**src/rtl/wst_pkg.sv**
```systemverilog
package wst_pkg;
  // Reason a pending wait is released on the coming edge.
  typedef enum logic [1:0] {
    REL_NONE  = 2'd0,
    REL_DRQ   = 2'd1,
    REL_INTRQ = 2'd2,
    REL_WDOG  = 2'd3
  } rel_cause_e;
endpackage

```
**src/rtl/wst_release_arb.sv**
```systemverilog
module wst_release_arb
  import wst_pkg::*;
(
  input  logic       active,
  input  logic       drq,
  input  logic       intrq,
  input  logic       wdog_done,
  output logic       release_now,
  output rel_cause_e cause
);
  // Handshakes outrank the watchdog so a late answer is not flagged.
  always_comb begin
    cause = REL_NONE;
    if (active) begin
      if (drq)            cause = REL_DRQ;
      else if (intrq)     cause = REL_INTRQ;
      else if (wdog_done) cause = REL_WDOG;
    end
    release_now = (cause != REL_NONE);
  end
endmodule

```
**src/rtl/wst_watchdog.sv**
```systemverilog
module wst_watchdog #(
  parameter int WDOG_CYCLES = 4096
) (
  input  logic clk,
  input  logic rst_n,
  input  logic active,
  input  logic release_now,
  output logic done
);
  localparam int CW = (WDOG_CYCLES > 1) ? $clog2(WDOG_CYCLES) : 1;
  localparam logic [CW-1:0] LAST = CW'(WDOG_CYCLES - 1);

  logic [CW-1:0] cnt_q;

  always_ff @(posedge clk or negedge rst_n) begin
    if (!rst_n)                      cnt_q <= '0;
    else if (active && !release_now) cnt_q <= cnt_q + 1'b1;
    else                             cnt_q <= '0;
  end

  assign done = active && (cnt_q == LAST);

  AST_WDOG_IDLE_ZERO: assert property (@(posedge clk) disable iff (!rst_n)
    !active |-> cnt_q == '0);
  AST_WDOG_BOUND: assert property (@(posedge clk) disable iff (!rst_n)
    active |-> cnt_q <= LAST);
endmodule

```
**src/rtl/wst_req_ctl.sv**
```systemverilog
module wst_req_ctl (
  input  logic clk,
  input  logic rst_n,
  input  logic wr,
  input  logic wait_en,
  input  logic release_now,
  input  logic drq,
  input  logic intrq,
  output logic active
);
  logic active_q;

  always_ff @(posedge clk or negedge rst_n) begin
    if (!rst_n)              active_q <= 1'b0;
    else if (active_q)       active_q <= !release_now;
    else if (wr && wait_en)  active_q <= 1'b1;
  end

  assign active = active_q;

  AST_WRITE_STARTS: assert property (@(posedge clk) disable iff (!rst_n)
    (!active_q && wr && wait_en) |=> active_q);
  AST_CLEAR_BIT_IDLE: assert property (@(posedge clk) disable iff (!rst_n)
    (!active_q && wr && !wait_en) |=> !active_q);
  AST_DRQ_FREES: assert property (@(posedge clk) disable iff (!rst_n)
    (active_q && drq) |=> !active_q);
  AST_INTRQ_FREES: assert property (@(posedge clk) disable iff (!rst_n)
    (active_q && intrq) |=> !active_q);
endmodule

```
**src/rtl/wait_stretch_ctl.sv**
```systemverilog
module wait_stretch_ctl
  import wst_pkg::*;
#(
  parameter int WDOG_CYCLES = 4096
) (
  input  logic clk,
  input  logic rst_n,
  input  logic ctl_wr,
  input  logic ctl_wait_en,
  input  logic fdc_drq,
  input  logic fdc_intrq,
  output logic wait_n,
  output logic wdog_timeout
);
  logic       active;
  logic       wdog_done;
  logic       release_now;
  rel_cause_e cause;
  logic       tmo_q;

  wst_req_ctl u_req (
    .clk         (clk),
    .rst_n       (rst_n),
    .wr          (ctl_wr),
    .wait_en     (ctl_wait_en),
    .release_now (release_now),
    .drq         (fdc_drq),
    .intrq       (fdc_intrq),
    .active      (active)
  );

  wst_watchdog #(.WDOG_CYCLES(WDOG_CYCLES)) u_wdog (
    .clk         (clk),
    .rst_n       (rst_n),
    .active      (active),
    .release_now (release_now),
    .done        (wdog_done)
  );

  wst_release_arb u_arb (
    .active      (active),
    .drq         (fdc_drq),
    .intrq       (fdc_intrq),
    .wdog_done   (wdog_done),
    .release_now (release_now),
    .cause       (cause)
  );

  always_ff @(posedge clk or negedge rst_n) begin
    if (!rst_n)                tmo_q <= 1'b0;
    else if (cause == REL_WDOG) tmo_q <= 1'b1;
  end

  assign wait_n       = !active;
  assign wdog_timeout = tmo_q;

  AST_TIMEOUT_STICKY: assert property (@(posedge clk) disable iff (!rst_n)
    tmo_q |=> tmo_q);
  AST_WDOG_FLAGS: assert property (@(posedge clk) disable iff (!rst_n)
    (cause == REL_WDOG) |=> (tmo_q && !active));
  AST_RESET_IDLE: assert property (@(posedge clk)
    !rst_n |-> (wait_n && !wdog_timeout));
endmodule

```
**config.mk**
```make
export PLATFORM = sky130hd
export DESIGN_NAME = wait_stretch_ctl
export DESIGN_NICKNAME = d
export VERILOG_FILES = /design/src/rtl/wst_pkg.sv /design/src/rtl/wst_release_arb.sv /design/src/rtl/wst_watchdog.sv /design/src/rtl/wst_req_ctl.sv /design/src/rtl/wait_stretch_ctl.sv
export SDC_FILE = /design/constraint.sdc
export NUM_CORES = 1
export LEC_CHECK = 0
export BUFFER_PORTS_ARGS = -buffer_cell sky130_fd_sc_hd__buf_2
export CAP_MARGIN = 15
export CORE_AREA = 2 2 39 41
export CTS_BUF_LIST = sky130_fd_sc_hd__clkbuf_8
export CTS_CLUSTER_SIZE = 24
export DETAILED_ROUTE_END_ITERATION = 16
export DIE_AREA = 0 0 41 43
export MAX_ROUTING_LAYER = met4
export PLACE_DENSITY = 0.75
export SLEW_MARGIN = 20
export SYNTH_ARGS = -nofsm -noshare
export SYNTH_HDL_FRONTEND = slang
export SYNTH_SLANG_ARGS = --single-unit
```
**constraint.sdc**
```tcl
create_clock -name clk -period 3.95 [get_ports clk]
set_clock_uncertainty 0.05 [all_clocks]
set_input_delay 0.395 -clock clk [delete_from_list [all_inputs] [get_ports clk]]
set_output_delay 0.395 -clock clk [all_outputs]
set_load 0.02 [all_outputs]
```
==> flow_summary.json, run 1 <==
{
  "wl_microns": 1330,
  "place_ws_ns": 1.89,
  "grt_pass1_wl_microns": 2300,
  "leakage_nw": 0.334,
  "coreArea_sq_mm": 0.00138,
  "yosys.area_share.simple_pct": 22.8,
  "gp_congestion": 0.761,
  "status": "complete, no violations",
  "setup_tns_ns": 0,
  "cp_slowest_stage_delay_ns": 0.93,
  "synthMuxAreaShare_pct": 0,
  "cts_tree": "yes",
  "grt_max_degree": 15,
  "path_cells": "ha_1 -> nand3_1 -> o41ai_2 -> o21ai_1",
  "cap_violations": 0,
  "setup_viol_count_final": 0,
  "setup.worst_path.end_class": "flip-flop",
  "cts_resized": 0,
  "fin_util_pct": 57.3,
  "cts.sinks": 14,
  "max_freq_mhz": 482,
  "antenna_left": 0,
  "worstPathMaxFanout": 11,
  "fin_crit_ns": 2.07,
  "synth-xor-area-share_pct": 3.86,
  "hold_depth": 3,
  "drt_drc_violations_left": 0,
  "cp.required_ns": 3.99,
  "hold_path.class": "primary input to flip-flop",
  "yosys_register_bits": 14,
  "syn_to_final_growth_pct": 16.5,
  "yosysWarnings": 0,
  "nets": 85,
  "antenna_found_initial": 0,
  "tightest_slew_ns": 0.951,
  "grtUsageTotal_pct": 20.3,
  "hold_start": "ctl_wait_en",
  "arrival_ns": 2.11,
  "ios": 8,
  "slowest_stage": "o41ai_2",
  "drive_gt1_share_pct": 18.2,
  "dpl.hpwl_microns": 949,
  "r2r_setup_slack_ns": 1.88,
  "reg2reg_depth": 4,
  "worstReg2RegEnd": "u_req.active",
  "grt_pass1_vias": 507,
  "syn-num-nets": 73,
  "clock_path_buffers": 2,
  "relSlewSlack_pct": 35.9,
  "holdBufCountCts": 1,
  "synth_seq_area_share_pct": 51.5,
  "htreeDepth": 1,
  "die_area_sq_mm": 0.00176,
  "topRoutingLayerUsed": "met3",
  "diodes": 0,
  "synthDistinctLibCells": 24,
  "final_cell_mix": "dfrtp_1, buf_2, nor2_1, nand3_1, a21oi_1",
  "finalHoldViolations": 0,
  "synth_top_family_by_area": "simple AND/OR/NAND/NOR gates",
  "clk_latency_ns": 0.25,
  "slew_viol_final": 0,
  "io_buffers": 7,
  "fill_cells": 127,
  "fp.dieH_microns": 43,
  "start_util_pct": 49.2,
  "met2WireLength_microns": 694,
  "syn_inst": 66,
  "rsz0062_at_grt": "false",
  "vias": 523,
  "root_buffer": "clkbuf_8",
  "clkTransAtPathRegs_ns": 0.06,
  "synth_adder_area_share_pct": 1.84,
  "wirelength_met1_microns": 610,
  "firstDrtPassIters": 6,
  "wl_per_cell_microns": 14.3,
  "final_common_cell": "dfrtp_1",
  "die_x_microns": 41,
  "synth_compound_area_share_pct": 16.7,
  "path_class": "flip-flop to flip-flop",
  "wl_met3_microns": 29,
  "p_per_area_mw_per_mm2": 374,
  "via_per_inst": 5.62,
  "cts_setup_buffers": 0,
  "rows": 14,
  "ir_drop_uv": 209,
  "r2r_start": "u_wdog.cnt_q[0]",
  "setup_slack_ns": 1.88,
  "period_share_pct": 52.5,
  "drt-initial-drc-count": 14,
  "synth_area_per_cell_sq_um": 10.3,
  "cts_made_buffers": 3,
  "grt.overflow.total": 0,
  "startpoint_type": "flip-flop",
  "hold_path_end": "u_req.active",
  "synthesis.area_sq_um": 681
}
[critical path: cells and delay by family (launching register included)]
kind | cells | cell delay (ns)
adders and majority gates | 1 | 0.21
and+or+nand+nor | 1 | 0.19
DFF | 1 | 0.40
AOI/OAI and AO/OA | 2 | 1.07
[layer usage]
metal  up-vias  GRT usage (%)
li1        267              -
met1       250           28.3
met2         6           28.1
met3         0           4.71
met4         0           8.00
met5         -              -
[kinds of logic (layout without fill, tap and decap cells)]
kind of cell               Yosys count  count (layout)
AOI/OAI and AO/OA                   17              17
and+or+nand+nor                     26              26
xor gates and xnor gates             3               3
buffers and inverters                5              16
adders and majority gates            1               1
DFF                                 14              14
[how the worst max path moves through the flow]
stage	cells past startpoint	startpoint	slack, ns	endpoint
6_report	4	u_wdog.cnt_q[0]	1.88	u_req.active
5_1_grt	4	u_wdog.cnt_q[0]	1.61	u_req.active
4_1_cts	4	u_wdog.cnt_q[0]	1.87	u_req.active
3_5_place_dp	4	u_wdog.cnt_q[0]	1.89	u_req.active
3_3_place_gp	4	u_wdog.cnt_q[0]	1.94	u_req.active
2_1_floorplan	5	u_wdog.cnt_q[0]	2.42	u_req.active
[where the power goes]
part / switching [mW] / internal (mW) / total [mW] / leakage [nW]
combinational: 0.00675 / 0.00442 / 0.0112 / 0.111
sequential: 0.00124 / 0.145 / 0.146 / 0.194
clock: 0.0514 / 0.0883 / 0.140 / 0.0288
[flip-flops by register name, summed over array words and instances (netlist names)]
signal	flops
u_req.active	1
u_wdog.cnt_q	12
wdog_timeout	1
[final cells by class]
| type | instances | area [sq um] | share of cell area [%] |
|---|---|---|---|
| flip-flops and latches | 14 | 350 | 44.2 |
| multi-input cells | 47 | 308 | 38.8 |
| clock buffers | 4 | 55.1 | 6.94 |
| repair buffers | 8 | 45.0 | 5.68 |
| well taps | 16 | 20.0 | 2.52 |
| inverters | 4 | 15.0 | 1.89 |
[cell usage after synthesis]
library cell	number	area, sq um
dfrtp_1	14	350
nor2_1	6	22.5
a21oi_1	5	25.0
nand3_1	5	25.0
inv_1	4	15.0
nand2_1	4	15.0
o21ai_0	4	20.0
o31ai_1	3	22.5
or3_1	3	18.8
or4_1	3	22.5
xnor2_1	2	17.5
a21boi_0	1	7.51
a21boi_1	1	7.51
a41o_1	1	10.0
and3_1	1	6.26
and4_2	1	10.0
buf_4	1	7.51
ha_1	1	12.5
nand4_1	1	6.26
nand4_4	1	21.3
nor3b_1	1	7.51
o21ai_1	1	5.00
o41ai_2	1	16.3
xor2_1	1	8.76
[per-stage QoR]
| step | cells | total power [mW] | hold slack, ns | area (sq um) |
|---|---|---|---|---|
| floorplan | 66 | 0.153 | 0.0494 | 681 |
| global placement | 88 | 0.159 | 0.249 | 728 |
| detailed placement | 88 | 0.159 | 0.254 | 728 |
| CTS | 93 | 0.300 | 0.322 | 793 |
| global route | 93 | 0.310 | 0.358 | 793 |
| finish | 93 | 0.297 | 0.324 | 793 |
Power figures use the tool's default switching activity.
==> run 2: changes to the inputs <==
- ABC_AREA: not set -> 1
- CORE_AREA: 2 2 39 41 -> not set
- CORE_UTILIZATION: not set -> 59
- DIE_AREA: 0 0 41 43 -> not set
- PLACE_DENSITY: 0.75 -> 0.84
- clock period: 3.95 -> 2.1 ns (I/O delays scaled with it)
==> run 2 against run 1 <==
Net effect: combinational power increased to 2.6 times the previous value; worst setup slack got worse by 1.4 ns; sequential share of layout area decreased by 3.9 points; via count increased by 21%; non-clock buffer count unchanged; flip-flop and latch count unchanged; largest power group unchanged; fmax increased by 28%; final area increased by 9.8%; total power increased by 91%; sequential power increased by 88%; synthesized cell count increased by 35%; highest routed layer is now met4; area after synthesis increased by 14%.
==> flow_summary.json, run 2 <==
{
  "wl_microns": 1550,
  "rows": 12,
  "fp.dieH_microns": 38.2,
  "fill_cells": 84,
  "hold_path_end": "u_req.active",
  "coreArea_sq_mm": 0.00116,
  "rsz0062_at_grt": "false",
  "path_class": "flip-flop to flip-flop",
  "pwr-share-clk_pct": 46.5,
  "gp_congestion": 0.895,
  "io_buffers": 7,
  "syn_to_final_growth_pct": 12.6,
  "setup_tns_ns": 0,
  "synth-async-reset-ratio_pct": 100,
  "yosysWarnings": 0,
  "yosysMostFrequentCell": "nand2_1",
  "setup.worst_path.end_class": "flip-flop",
  "cts_tree": "yes",
  "via_per_inst": 5.54,
  "synth_flop_cell": "dfrtp_1",
  "ir_drop_uv": 451,
  "synth_commonest_cells": "nand2_1, dfrtp_1, nor2_2",
  "grtUsageTotal_pct": 27.0,
  "r2r_setup_slack_ns": 0.47,
  "yosysTopAreaCell": "dfrtp_1",
  "synth_edf_count": 0,
  "die_x_microns": 38.2,
  "final_cell_count_no_fill": 114,
  "drt_drc_violations_left": 0,
  "p_per_area_mw_per_mm2": 650,
  "cts.sinks": 14,
  "largest_reg_flops": 12,
  "grt_pass1_vias": 565,
  "antenna_left": 0,
  "setup_slack_ns": 0.474,
  "synth_area_leaders": "dfrtp_1, nand2_1, nor2_2",
  "nets": 108,
  "vias": 631,
  "worstPathMaxFanout": 11,
  "place_ws_ns": 0.517,
  "regMostFlops": "u_wdog.cnt_q",
  "arrival_ns": 1.70,
  "seq_power_share_pct": 48.4,
  "start_util_pct": 66.9,
  "hold_start": "ctl_wr",
  "cts_resized": 0,
  "finalHoldViolations": 0,
  "clock_path_buffers": 2,
  "multi_input_area_sq_um": 365,
  "ios": 8,
  "dpl.hpwl_microns": 1100,
  "hold_depth": 3,
  "grt.overflow.total": 0,
  "relSlewSlack_pct": 70.8,
  "synth_top_area_share_pct": 45.3,
  "syn_inst": 89,
  "period_share_pct": 77.4,
  "root_buffer": "clkbuf_8",
  "firstDrtPassIters": 4,
  "cap_violations": 0,
  "p_switching_mw": 0.119,
  "leakage_nw": 0.345,
  "final_common_cell": "nand2_1",
  "clkTransAtPathRegs_ns": 0.06,
  "ff_latch_area_sq_um": 350,
  "tightest_slew_ns": 0.437,
  "cts_made_buffers": 3,
  "p_comb_share_pct": 5.0,
  "p_int_mw": 0.448,
  "diodes": 0,
  "setup_viol_count_final": 0,
  "die_area_sq_mm": 0.00146,
  "fin_crit_ns": 1.63,
  "cp.required_ns": 2.17,
  "clk_latency_ns": 0.25,
  "status": "complete, no violations",
  "syn-num-nets": 96,
  "slew_viol_final": 0,
  "placedCellCount": 109,
  "reg2reg_depth": 6,
  "synth_seq_area_share_pct": 45.3,
  "synthesis.area_sq_um": 773,
  "worstReg2RegEnd": "u_wdog.cnt_q[10]",
  "synth_area_per_cell_sq_um": 8.69,
  "max_freq_mhz": 615,
  "final_cell_mix": "nand2_1, dfrtp_1, nor2_2, inv_1",
  "wl_per_cell_microns": 13.6,
  "antenna_found_initial": 0,
  "r2r_start": "u_wdog.cnt_q[0]",
  "startpoint_type": "flip-flop",
  "grt_max_degree": 15,
  "grt_pass1_wl_microns": 2410,
  "power.share.switching_pct": 20.9,
  "drt-initial-drc-count": 27,
  "p_total_mw": 0.566,
  "hold_path.class": "primary input to flip-flop",
  "drive_gt1_share_pct": 30.0,
  "yosys_register_bits": 14,
  "htreeDepth": 1,
  "synthDistinctLibCells": 19
}
run 2: cell count changes after synthesis, sizes merged, moves of 4 or more:
cell / change
o21ai: -5
nor2: +13
nand2: +18
inv: +6
nand3: +4
run 2: logic make-up after synthesis:
group,count (synthesis),share of synthesized area (%)
AOI/OAI and AO/OA,4,2.91
xor gates and xnor gates,3,3.40
adders and majority gates,1,1.62
buffers and inverters,11,7.44
DFF,14,45.3
and+or+nand+nor,56,39.3
run 2: how the worst max path moves through the flow:
stage	to	from	depth (start not counted)
after floorplan	u_wdog.cnt_q[8]	u_wdog.cnt_q[0]	7
after CTS	u_wdog.cnt_q[10]	u_wdog.cnt_q[0]	6
after global placement	u_wdog.cnt_q[10]	u_wdog.cnt_q[0]	6
final	u_wdog.cnt_q[10]	u_wdog.cnt_q[0]	6
after detailed placement	u_wdog.cnt_q[10]	u_wdog.cnt_q[0]	6
after global routing	u_wdog.cnt_q[10]	u_wdog.cnt_q[0]	6
run 2: timing repair:
action,CTS,global route
hold buffers,1,0
setup buffers,0,0
endpoints found under the hold margin,14,0
setup endpoints to repair,0,0
run 2: layer usage:
layer / GRT usage [%] / up-vias / routed length [microns]
li1: - / 306 / -
met1: 30.6 / 296 / 639
met2: 42.4 / 26 / 807
met3: 5.23 / 3 / 78
met4: 19.6 / 0 / 21
met5: - / - / 0
run 2: cell type report:
type / count / area share, %
Multi-Input combinational cell: 64 / 42.0
Sequential cell: 14 / 40.2
Clock buffer: 4 / 6.32
Timing Repair Buffer: 8 / 5.17
Inverter: 10 / 4.31
Tap cell: 14 / 2.01
run 2: power by group through the flow:
stage / registers [mW] / clock network (mW) / logic, mW
after floorplan: 0.278 / 0 / 0.0154
after global placement: 0.279 / 0 / 0.0255
after detailed placement: 0.279 / 0 / 0.0274
after CTS: 0.274 / 0.267 / 0.0289
after global routing: 0.274 / 0.280 / 0.0314
final: 0.274 / 0.264 / 0.0286
run 2: critical path: stages, from the launching register on:
cell     delay [ns]
dfrtp_1        0.42
ha_1           0.30
inv_2          0.07
nor2_4         0.17
nand3_2        0.11
nand2_2        0.30
a21oi_1        0.08
run 2: per-stage QoR:
step | utilization [%] | cell area (sq um) | hold WS, ns
2_1_floorplan | - | 773 | -0.136
3_3_place_gp | 69.7 | 806 | 0.0635
3_5_place_dp | 69.7 | 806 | 0.0661
4_1_cts | 75.3 | 871 | 0.223
5_1_grt | 75.3 | 871 | 0.224
6_report | 75.3 | 871 | 0.224
==> run 3: changes to the inputs <==
- clock period: 2.1 -> 1.5 ns (I/O delays scaled with it)
==> run 3 against run 2 <==
Net effect: wire length decreased by 13%; utilization decreased by 0.11 points; critical path depth unchanged; final area decreased by 0.14%; non-clock buffer count increased by 1; worst setup slack got worse by 0.34 ns; clock power increased by 12%; global-route usage decreased by 3.2 points; flip-flop and latch count unchanged; cell count unchanged; sequential share of layout area increased by 0.058 points; largest cell class unchanged.
==> flow_summary.json, run 3 (synthesized netlist as in run 2, its figures left out) <==
{
  "coreArea_sq_mm": 0.00116,
  "die_x_microns": 38.2,
  "clkTransAtPathRegs_ns": 0.05,
  "critPathBufInv": 1,
  "slew_viol_final": 0,
  "syn_to_final_growth_pct": 12.5,
  "regMostFlops": "u_wdog.cnt_q",
  "rows": 12,
  "status": "complete, no violations",
  "ios": 8,
  "path_class": "flip-flop to flip-flop",
  "reg2reg_depth": 6,
  "drt_drc_violations_left": 0,
  "io_buffers": 7,
  "placedCellCount": 110,
  "cp_slowest_stage_delay_ns": 0.41,
  "via_per_inst": 5.20,
  "cts_setup_buffers": 0,
  "slowest_stage": "dfrtp_1",
  "drt-initial-drc-count": 8,
  "setup_viol_count_final": 0,
  "cts_tree": "yes",
  "max_freq_mhz": 730,
  "cts_made_buffers": 3,
  "grt_max_degree": 15,
  "nets": 109,
  "worstPathMaxFanout": 11,
  "p_total_mw": 0.720,
  "grtUsageTotal_pct": 23.7,
  "vias": 593,
  "gp_congestion": 0.823,
  "antenna_found_initial": 0,
  "drive_gt1_share_pct": 30.0,
  "startpoint_type": "flip-flop",
  "final_cell_count_no_fill": 114,
  "grt.overflow.total": 0,
  "grt_pass1_vias": 515,
  "grt_pass1_wl_microns": 2180,
  "wl_per_cell_microns": 11.7,
  "p_per_area_mw_per_mm2": 828,
  "largest_reg_flops": 12,
  "fin_crit_ns": 1.37,
  "root_buffer": "clkbuf_8",
  "clk_latency_ns": 0.24,
  "antenna_left": 0,
  "leakage_nw": 0.345,
  "dpl.hpwl_microns": 1010,
  "fill_cells": 90,
  "multi_input_area_sq_um": 370,
  "fin_util_pct": 75.2,
  "final_cell_mix": "nand2_1, dfrtp_1, nor2_2, inv_1",
  "cp.required_ns": 1.58,
  "setup.worst_path.end_class": "flip-flop",
  "diodes": 0,
  "ir_drop_uv": 638,
  "wl_microns": 1340,
  "relSlewSlack_pct": 70.4,
  "path_cells": "ha_1 -> inv_2 -> nor2_4 -> nand3_2 -> nand2_4 -> nor2_2",
  "arrival_ns": 1.45,
  "fp.dieH_microns": 38.2,
  "finalHoldViolations": 0,
  "period_share_pct": 91.4,
  "clock_path_buffers": 2,
  "rsz0062_at_grt": "false",
  "htreeDepth": 1,
  "path_delay_family": "simple AND/OR/NAND/NOR gates",
  "worstSetupPathDepth": 6,
  "die_area_sq_mm": 0.00146,
  "final_common_cell": "nand2_1",
  "cts.sinks": 14,
  "hold_depth": 4,
  "hold_path.class": "primary input to flip-flop",
  "cap_violations": 0,
  "tightest_slew_ns": 0.443,
  "ff_latch_area_sq_um": 350,
  "firstDrtPassIters": 4,
  "start_util_pct": 66.9,
  "setup_tns_ns": 0
}
run 3: layer usage:
layer,vias to the layer above,GRT usage (%),share of wire [%]
met3,4,5.23,1.7
li1,306,-,-
met2,7,33.9,47
met1,276,30.1,48
met5,-,-,0
met4,0,16.1,2.9
run 3: worst min-delay path, cell delays in order:
cell and delay [ns]:
buf_2 0.10, nor3_4 0.05, nand2_1 0.06, nor2_1 0.04
run 3: metrics by stage:
| stage | area [sq um] | hold slack, ns | worst slack, ns |
|---|---|---|---|
| after detailed placement | 813 | 0.0109 | 0.0258 |
| after global routing | 870 | 0.153 | 0.0403 |
| after floorplan | 773 | -0.196 | 0.121 |
| after global placement | 813 | 0.00654 | 0.0879 |
| final | 870 | 0.146 | 0.130 |
| after CTS | 865 | 0.138 | 0.0257 |
run 3: layout make-up:
type / count / area share (%)
clock buffer: 3 / 4.75
tap: 14 / 2.01
inverter: 10 / 4.32
multi-input combinational: 64 / 42.6
timing repair buffer: 9 / 6.04
sequential: 14 / 40.3
run 3: final timing paths:
path                                  from              end  slack (ns)
hold / removal                   fdc_intrq  u_wdog.cnt_q[6]        0.15
setup reg to reg           u_wdog.cnt_q[0]  u_wdog.cnt_q[8]        0.13
setup / recovery           u_wdog.cnt_q[0]  u_wdog.cnt_q[8]        0.13
max in group asynchronous            rst_n  u_wdog.cnt_q[1]        0.88
hold reg to reg               wdog_timeout     wdog_timeout        0.42
min in group asynchronous            rst_n  u_wdog.cnt_q[8]        0.28
run 3: timing repair:
item / 4_1_cts / 5_1_grt
setup endpoints to repair: 0 / 11
gates resized for setup: 0 / 1
hold buffers: 1 / 0
hold endpoints to repair: 14 / 0
run 3: report_power, final:
part           internal (mW)  switching (mW)
registers              0.381         0.00291
clock network          0.177           0.119
logic                 0.0132          0.0259
total                  0.572           0.148
